==> config.mk <==
export PLATFORM = sky130hd
export DESIGN_NAME = asram_ctrl
export DESIGN_NICKNAME = d
export VERILOG_FILES = /design/src/rtl/asram_pkg.sv /design/src/rtl/asram_phase_timer.sv /design/src/rtl/asram_lane_map.sv /design/src/rtl/asram_ctrl.sv
export SDC_FILE = /design/constraint.sdc
export NUM_CORES = 1
export LEC_CHECK = 0
export BUFFER_PORTS_ARGS = -buffer_cell sky130_fd_sc_hd__buf_2
export CORE_AREA = 2 2 86 88
export CTS_CLUSTER_SIZE = 20
export DETAILED_ROUTE_END_ITERATION = 10
export DIE_AREA = 0 0 88 90
export MAX_ROUTING_LAYER = met4
export PLACE_DENSITY = 0.7
export SETUP_SLACK_MARGIN = 0.05
export SYNTH_ARGS = -nofsm -noshare
export SYNTH_HDL_FRONTEND = slang
export SYNTH_SLANG_ARGS = --single-unit
==> constraint.sdc <==
create_clock -name clk -period 1.8 [get_ports clk]
set_input_delay 0 -clock clk [delete_from_list [all_inputs] [get_ports clk]]
set_output_delay 0 -clock clk [all_outputs]
set_load 0.02 [all_outputs]
==> src/rtl/asram_pkg.sv <==
// Shared types and elaboration-time helpers for the asynchronous SRAM controller.
// Assumes a 16-bit memory split into two byte lanes.
package asram_pkg;

    localparam int DATA_W = 16;
    localparam int LANES  = DATA_W / 8;

    typedef enum logic [2:0] {
        ST_IDLE,
        ST_RSEL,
        ST_RACC,
        ST_WSET,
        ST_WPUL,
        ST_WHLD,
        ST_DONE
    } state_e;

    // Internal, active-high view of the memory control pins.
    typedef struct packed {
        logic sel;
        logic oe;
        logic we;
        logic drive;
        logic done;
    } ctl_t;

    // Nanoseconds to whole clocks, rounded up, never below one.
    function automatic int ns_to_clk(int ns, int clk_ns);
        int c;
        c = (ns + clk_ns - 1) / clk_ns;
        if (c < 1) c = 1;
        return c;
    endfunction

    function automatic int max3(int a, int b, int c);
        int m;
        m = (a > b) ? a : b;
        return (m > c) ? m : c;
    endfunction

    // Pin pattern held while the controller sits in a given state.
    function automatic ctl_t ctl_of(state_e s);
        ctl_t c;
        c = '0;
        case (s)
            ST_RSEL: c.sel = 1'b1;
            ST_RACC: begin c.sel = 1'b1; c.oe = 1'b1; end
            ST_WSET: begin c.sel = 1'b1; c.drive = 1'b1; end
            ST_WPUL: begin c.sel = 1'b1; c.drive = 1'b1; c.we = 1'b1; end
            ST_WHLD: begin c.sel = 1'b1; c.drive = 1'b1; end
            ST_DONE: c.done = 1'b1;
            default: c = '0;
        endcase
        return c;
    endfunction

endpackage

==> src/rtl/asram_phase_timer.sv <==
// Down-counter that measures the length of the current controller phase.
// Assumes load is pulsed in the first clock of a phase with its length (>= 1);
// last is high in the final clock of that phase.
module asram_phase_timer #(
    parameter int CNT_W = 3
) (
    input  logic             clk,
    input  logic             rst_n,
    input  logic             load,
    input  logic [CNT_W-1:0] len,
    output logic             last
);

    logic [CNT_W-1:0] cnt_q;

    // Reload on phase entry, otherwise count toward zero and stay there.
    always_ff @(posedge clk) begin
        if (!rst_n)          cnt_q <= '0;
        else if (load)       cnt_q <= len - 1'b1;
        else if (cnt_q != 0) cnt_q <= cnt_q - 1'b1;
    end

    assign last = (cnt_q == '0);

endmodule

==> src/rtl/asram_lane_map.sv <==
// Byte-lane mapping: turns lane enables into active-low strobes and zeroes
// the read data of lanes that were not requested. Purely combinational.
module asram_lane_map
    import asram_pkg::*;
(
    input  logic              active,
    input  logic [LANES-1:0]  be,
    input  logic [DATA_W-1:0] rd_in,
    output logic [LANES-1:0]  strobe_n,
    output logic [DATA_W-1:0] rd_masked
);

    for (genvar g = 0; g < LANES; g++) begin : g_lane
        assign strobe_n[g]        = ~(active & be[g]);
        assign rd_masked[g*8 +: 8] = be[g] ? rd_in[g*8 +: 8] : 8'h00;
    end

endmodule

==> src/rtl/asram_ctrl.sv <==
// Single-word controller for an external asynchronous 16-bit SRAM.
// Accepts a latched request, plays out select/enable/strobe phases whose
// lengths are derived from nanosecond budgets, and pulses ready at the end.
// Assumes the requester holds req_valid until it sees req_ready, and that
// the pad ring builds the tri-state bus from mem_dq_o / mem_dq_oe / mem_dq_i.
module asram_ctrl
    import asram_pkg::*;
#(
    parameter int ADDR_W  = 19,
    parameter bit HAS_CE2 = 1'b1,
    parameter int CLK_NS  = 10,
    parameter int T_RC_NS = 55,
    parameter int T_AA_NS = 55,
    parameter int T_OE_NS = 30,
    parameter int T_AS_NS = 0,
    parameter int T_WP_NS = 45,
    parameter int T_AW_NS = 45,
    parameter int T_DW_NS = 30,
    parameter int T_DH_NS = 0,
    parameter int T_HZ_NS = 20
) (
    input  logic              clk,
    input  logic              rst_n,
    input  logic              req_valid,
    input  logic              req_write,
    input  logic [ADDR_W-1:0] req_addr,
    input  logic [15:0]       req_wdata,
    input  logic [1:0]        req_be,
    output logic              req_ready,
    output logic [15:0]       rsp_rdata,
    output logic [ADDR_W-1:0] mem_addr,
    output logic              mem_ce_n,
    output logic              mem_ce2,
    output logic              mem_oe_n,
    output logic              mem_we_n,
    output logic              mem_lb_n,
    output logic              mem_ub_n,
    output logic [15:0]       mem_dq_o,
    output logic              mem_dq_oe,
    input  logic [15:0]       mem_dq_i
);

    localparam int N_AS    = ns_to_clk(T_AS_NS, CLK_NS);
    localparam int N_WP    = max3(ns_to_clk(T_WP_NS, CLK_NS),
                                  ns_to_clk(T_DW_NS, CLK_NS),
                                  ns_to_clk(T_AW_NS, CLK_NS));
    localparam int N_WH    = ns_to_clk(T_DH_NS, CLK_NS);
    localparam int N_RD    = max3(ns_to_clk(T_RC_NS, CLK_NS),
                                  ns_to_clk(T_AA_NS, CLK_NS),
                                  ns_to_clk(T_OE_NS, CLK_NS));
    localparam int N_TA    = ns_to_clk(T_HZ_NS, CLK_NS);
    localparam int LEN_MAX = max3(N_AS, N_WP, max3(N_WH, N_RD, 1));
    localparam int CNT_W   = $clog2(LEN_MAX + 1);
    localparam int TA_W    = $clog2(N_TA + 1);

    state_e              state_q, state_nxt;
    ctl_t                ctl_q;
    logic                phase_last;
    logic                phase_load;
    logic [CNT_W-1:0]    phase_len;
    logic [TA_W-1:0]     ta_q;
    logic                accept;
    logic                rd_end;
    logic [ADDR_W-1:0]   addr_q;
    logic [15:0]         wdata_q;
    logic [1:0]          be_q;
    logic                write_q;
    logic [15:0]         rdata_q;
    logic [LANES-1:0]    strobe_n;
    logic [DATA_W-1:0]   rd_masked;

    assign accept = (state_q == ST_IDLE) && req_valid && (!req_write || ta_q == '0);
    assign rd_end = (state_q == ST_RACC) && phase_last;

    // Next-state selection for the transfer sequence.
    always_comb begin
        state_nxt = state_q;
        case (state_q)
            ST_IDLE: if (accept) state_nxt = req_write ? ST_WSET : ST_RSEL;
            ST_RSEL: if (phase_last) state_nxt = ST_RACC;
            ST_RACC: if (phase_last) state_nxt = ST_DONE;
            ST_WSET: if (phase_last) state_nxt = ST_WPUL;
            ST_WPUL: if (phase_last) state_nxt = ST_WHLD;
            ST_WHLD: if (phase_last) state_nxt = ST_DONE;
            ST_DONE: state_nxt = ST_IDLE;
            default: state_nxt = ST_IDLE;
        endcase
    end

    // Length of the phase being entered.
    always_comb begin
        case (state_nxt)
            ST_WSET: phase_len = CNT_W'(N_AS);
            ST_WPUL: phase_len = CNT_W'(N_WP);
            ST_WHLD: phase_len = CNT_W'(N_WH);
            ST_RACC: phase_len = CNT_W'(N_RD);
            default: phase_len = CNT_W'(1);
        endcase
    end

    assign phase_load = (state_nxt != state_q);

    asram_phase_timer #(
        .CNT_W (CNT_W)
    ) u_timer (
        .clk   (clk),
        .rst_n (rst_n),
        .load  (phase_load),
        .len   (phase_len),
        .last  (phase_last)
    );

    // State register and pin pattern registered from the next state (glitch-free pins).
    always_ff @(posedge clk) begin
        if (!rst_n) begin
            state_q <= ST_IDLE;
            ctl_q   <= '0;
        end else begin
            state_q <= state_nxt;
            ctl_q   <= ctl_of(state_nxt);
        end
    end

    // Capture the request fields when it is accepted.
    always_ff @(posedge clk) begin
        if (!rst_n) begin
            addr_q  <= '0;
            wdata_q <= '0;
            be_q    <= '0;
            write_q <= 1'b0;
        end else if (accept) begin
            addr_q  <= req_addr;
            wdata_q <= req_wdata;
            be_q    <= req_be;
            write_q <= req_write;
        end
    end

    // Read-to-write turnaround: clocks still owed to the memory's bus release.
    always_ff @(posedge clk) begin
        if (!rst_n)          ta_q <= '0;
        else if (rd_end)     ta_q <= TA_W'(N_TA);
        else if (ta_q != '0) ta_q <= ta_q - 1'b1;
    end

    // Sample the lane-masked read data in the last output-enable clock.
    always_ff @(posedge clk) begin
        if (!rst_n)      rdata_q <= '0;
        else if (rd_end) rdata_q <= rd_masked;
    end

    asram_lane_map u_lanes (
        .active    (ctl_q.sel),
        .be        (be_q),
        .rd_in     (mem_dq_i),
        .strobe_n  (strobe_n),
        .rd_masked (rd_masked)
    );

    if (HAS_CE2) begin : g_ce2
        assign mem_ce2 = ctl_q.sel;
    end else begin : g_no_ce2
        assign mem_ce2 = 1'b1;
    end

    assign mem_ce_n  = ~ctl_q.sel;
    assign mem_oe_n  = ~(ctl_q.oe & ~write_q);
    assign mem_we_n  = ~(ctl_q.we & write_q);
    assign mem_lb_n  = strobe_n[0];
    assign mem_ub_n  = strobe_n[1];
    assign mem_dq_oe = ctl_q.drive;
    assign mem_dq_o  = wdata_q;
    assign mem_addr  = addr_q;
    assign req_ready = ctl_q.done;
    assign rsp_rdata = rdata_q;

endmodule

==> impl_metrics.env <==
export IMPL_syn_num_nets=395
export IMPL_fmax_ghz=0.5835
export IMPL_drtIter0Drc=220
export IMPL_startpoint_type="flip-flop"
export IMPL_drive_above_1_share_pct=32.36
export IMPL_dpl_cell_area_um2=3420
export IMPL_p_sw_share_pct=39.95
export IMPL_clk_latency_ps=340
export IMPL_combPwrFrac_pct=43.5
export IMPL_synth_area_um2=2693
export IMPL_ir_drop_mv=0.7927
export IMPL_cpMostUsedCell="a311oi_1"
export IMPL_min_period_over_period_pct=95.22
export IMPL_final_area_um2=4203
export IMPL_tritoncts="built"
export IMPL_diodes=0
export IMPL_power_switching_mw=2.331
export IMPL_dr_total_vias=3002
export IMPL_cp_buffers_inverters=0
export IMPL_antenna_found_initial=0
export IMPL_numCtsBuffers=9
export IMPL_clock_skew_final_ps=8.709
export IMPL_path_max_fanout=9
export IMPL_fin_crit_ps=1714
export IMPL_syn_inst=337
export IMPL_synth_edf_count=0
export IMPL_powerDensity_nw_per_um2=1388
export IMPL_rows=31
export IMPL_worst_pin_slew_ps=536.9
export IMPL_p_clk_share_pct=21.5
export IMPL_syn_area_per_cell_um2=7.990
export IMPL_wl_per_cell_um=12.97
export IMPL_die_h_um=90
export IMPL_avgViaCountPerCell=4.881
export IMPL_fin_tns_setup_ps=0
export IMPL_gr_total_overflow=0
export IMPL_setup_viol=0
export IMPL_relSlewSlack_pct=63.99
export IMPL_path_delay_family="compound AO/OA/AOI/OAI gates"
export IMPL_cp_arrival_ps=1930
export IMPL_p_int_mw=3.504
export IMPL_end_kind="flip-flop"
export IMPL_initial_core_util_pct=38.35
export IMPL_cts_htree_levels=3
export IMPL_grt_pass1_vias=2903
export IMPL_dieWidth_um=88
export IMPL_async_flop_share_pct=0
export IMPL_grt_setup_unrepaired="true"
export IMPL_grt_use_total_pct=21.10
export IMPL_cts_setup_buffers=0
export IMPL_core_um2=7020
export IMPL_cpPeakStageDelay_ps=400
export IMPL_place_hpwl_um=5004
export IMPL_io_buffers=115
export IMPL_fp_dieArea_um2=7920
export IMPL_synth_warnings=0
export IMPL_area_delta_synth_final_pct=56.09
export IMPL_slew_viol_final=0
export IMPL_yosysUniqueCellTypes=42
export IMPL_nNetsFinal=569
export IMPL_hold_viol=0
export IMPL_pwr_share_seq_pct=35.0
export IMPL_ys_flop_type="dfxtp_1"
export IMPL_ios=116
export IMPL_clockBufferDepth=2
export IMPL_yosysSeqAreaShare_pct=49.81
export IMPL_path_class="reg2reg"
export IMPL_grt_max_degree=39
export IMPL_gp_congestion=0.9164
export IMPL_ys_ff_latch=67
export IMPL_maxCapViolations=0
export IMPL_wl_um=7976
export IMPL_drc=0
export IMPL_clkTransAtPathRegs_ps=70
export IMPL_cts_root_buffer="clkbuf_8"
export IMPL_slowest_stage="or3_4"
export IMPL_status="complete, no violations"
export IMPL_clock_sinks=67
export IMPL_path_cells="or3_4 > a21oi_1 > a311oi_1 > ha_2 > o41ai_1 > a311oi_1"
export IMPL_ant_nets=0
export IMPL_firstDrtPassIters=4
export IMPL_hold_path_class="in2reg"
export IMPL_grt_pass1_wl_um=13010
export IMPL_p_leak_nw=1.832
export IMPL_required_ps=2010
==> state kept, by name (all words and copies together) (netlist names), 2 cells and up <==
name and cells:
be_q 2, ctl_q 2, mem_addr 19, mem_dq_o 16, rsp_rdata 16, state_q 3
ta_q 2, u_timer.cnt_q 3
==> worst reg2reg max path, cell delays in order, from the launching register on <==
cell and delay (ps):
dfxtp_2 390, or3_4 410, a21oi_1 170, a311oi_1 70, ha_2 230, o41ai_1 260, a311oi_1 70
==> power by group through the flow <==
stage / sequential, mW / combinational [mW] / clock [mW]
floorplan: 2.21 / 1.45 / 0
global placement: 2.04 / 2.36 / 0
detailed placement: 2.04 / 2.38 / 0
CTS: 2.02 / 2.48 / 1.30
global route: 2.08 / 2.78 / 1.36
finish: 2.04 / 2.54 / 1.25
==> what timing repair did <==
| item | 4_1_cts | 5_1_grt |
|---|---|---|
| setup endpoints to repair | 1 | 13 |
| endpoints found under the hold margin | 56 | 0 |
| hold buffers | 55 | 0 |
| pin swaps | 0 | 3 |
| gates resized for setup | 2 | 8 |
==> synthesized netlist by cell type, drive strengths merged (2+ instances only) <==
master | number | area share (%)
nand2 | 101 | 14
dfxtp | 67 | 50
a21oi | 66 | 12
nand3 | 19 | 3.5
clkbuf | 15 | 2.8
buf | 11 | 2.8
nor2 | 8 | 1.1
nor3 | 6 | 1.5
a211oi | 4 | 1.1
inv | 4 | 0.56
o21ai | 4 | 0.74
nand2b | 3 | 0.70
a21o | 2 | 0.56
a311oi | 2 | 0.65
nor4 | 2 | 0.46
o21a | 2 | 0.56
o31ai | 2 | 0.56
or3 | 2 | 0.46
==> placed cells by master, fill, tap and decap left out, types with 4 or more instances in the layout <==
cell type      instances
nor3_1                 4
a211oi_1               4
dfxtp_1               63
dfxtp_2                4
a21oi_1               64
buf_4                 17
nand2_1              101
nor2_1                 8
nand3_1               18
clkbuf_8              10
buf_2                115
dlygate4sd3_1         55
==> metal layers <==
metal	global-route usage (%)	up-vias	part of all wire, %
met5	-	-	0
met4	8.590	0	2.0
met3	4.408	14	6.9
met2	34.41	125	47
met1	25.03	1361	44
li1	-	1502	-
==> worst paths after layout <==
path / depth (start not counted) / start / slack [ps] / endpoint
worst max-delay path: 6 / u_timer.cnt_q[1] / 90 / u_timer.cnt_q[2]
worst min-delay path: 4 / req_valid / 190 / u_timer.cnt_q[0]
worst max register to register: 6 / u_timer.cnt_q[1] / 90 / u_timer.cnt_q[2]
worst min register to register: 2 / rsp_rdata[12] / 450 / rsp_rdata[12]
==> cell families (layout without fill, tap and decap cells) <==
kind of cell	Yosys count	count (layout)	synth area share (%)
buffers and inverters	31	210	6.366
and+or+nand+nor	146	146	23.61
adders and majority gates	1	1	0.4646
DFF	67	67	49.81
AOI/OAI and AO/OA	92	92	19.75
==> area by class of cell <==
type / count / area (um2)
flip-flops and latches: 67 / 1346
repair buffers: 189 / 1294
well taps: 99 / 123.9
fillers: 595 / 2818
inverters: 5 / 20.02
clock buffers: 11 / 141.4
multi-input cells: 239 / 1217
clock inverters: 5 / 60.06
==> through the flow <==
step	power (mW)	setup slack [ps]	cells	hold WS (ps)	utilization, %
3_5_place_dp	4.423	40.09	544	245.7	48.71
3_3_place_gp	4.394	106.4	544	239.6	48.71
2_1_floorplan	3.664	96.18	337	125.4	-
4_1_cts	5.791	54.91	615	162.5	59.49
6_report	5.834	86.09	615	194.1	59.86
5_1_grt	6.218	3.271	615	199.0	59.86
Power figures use the tool's default switching activity.
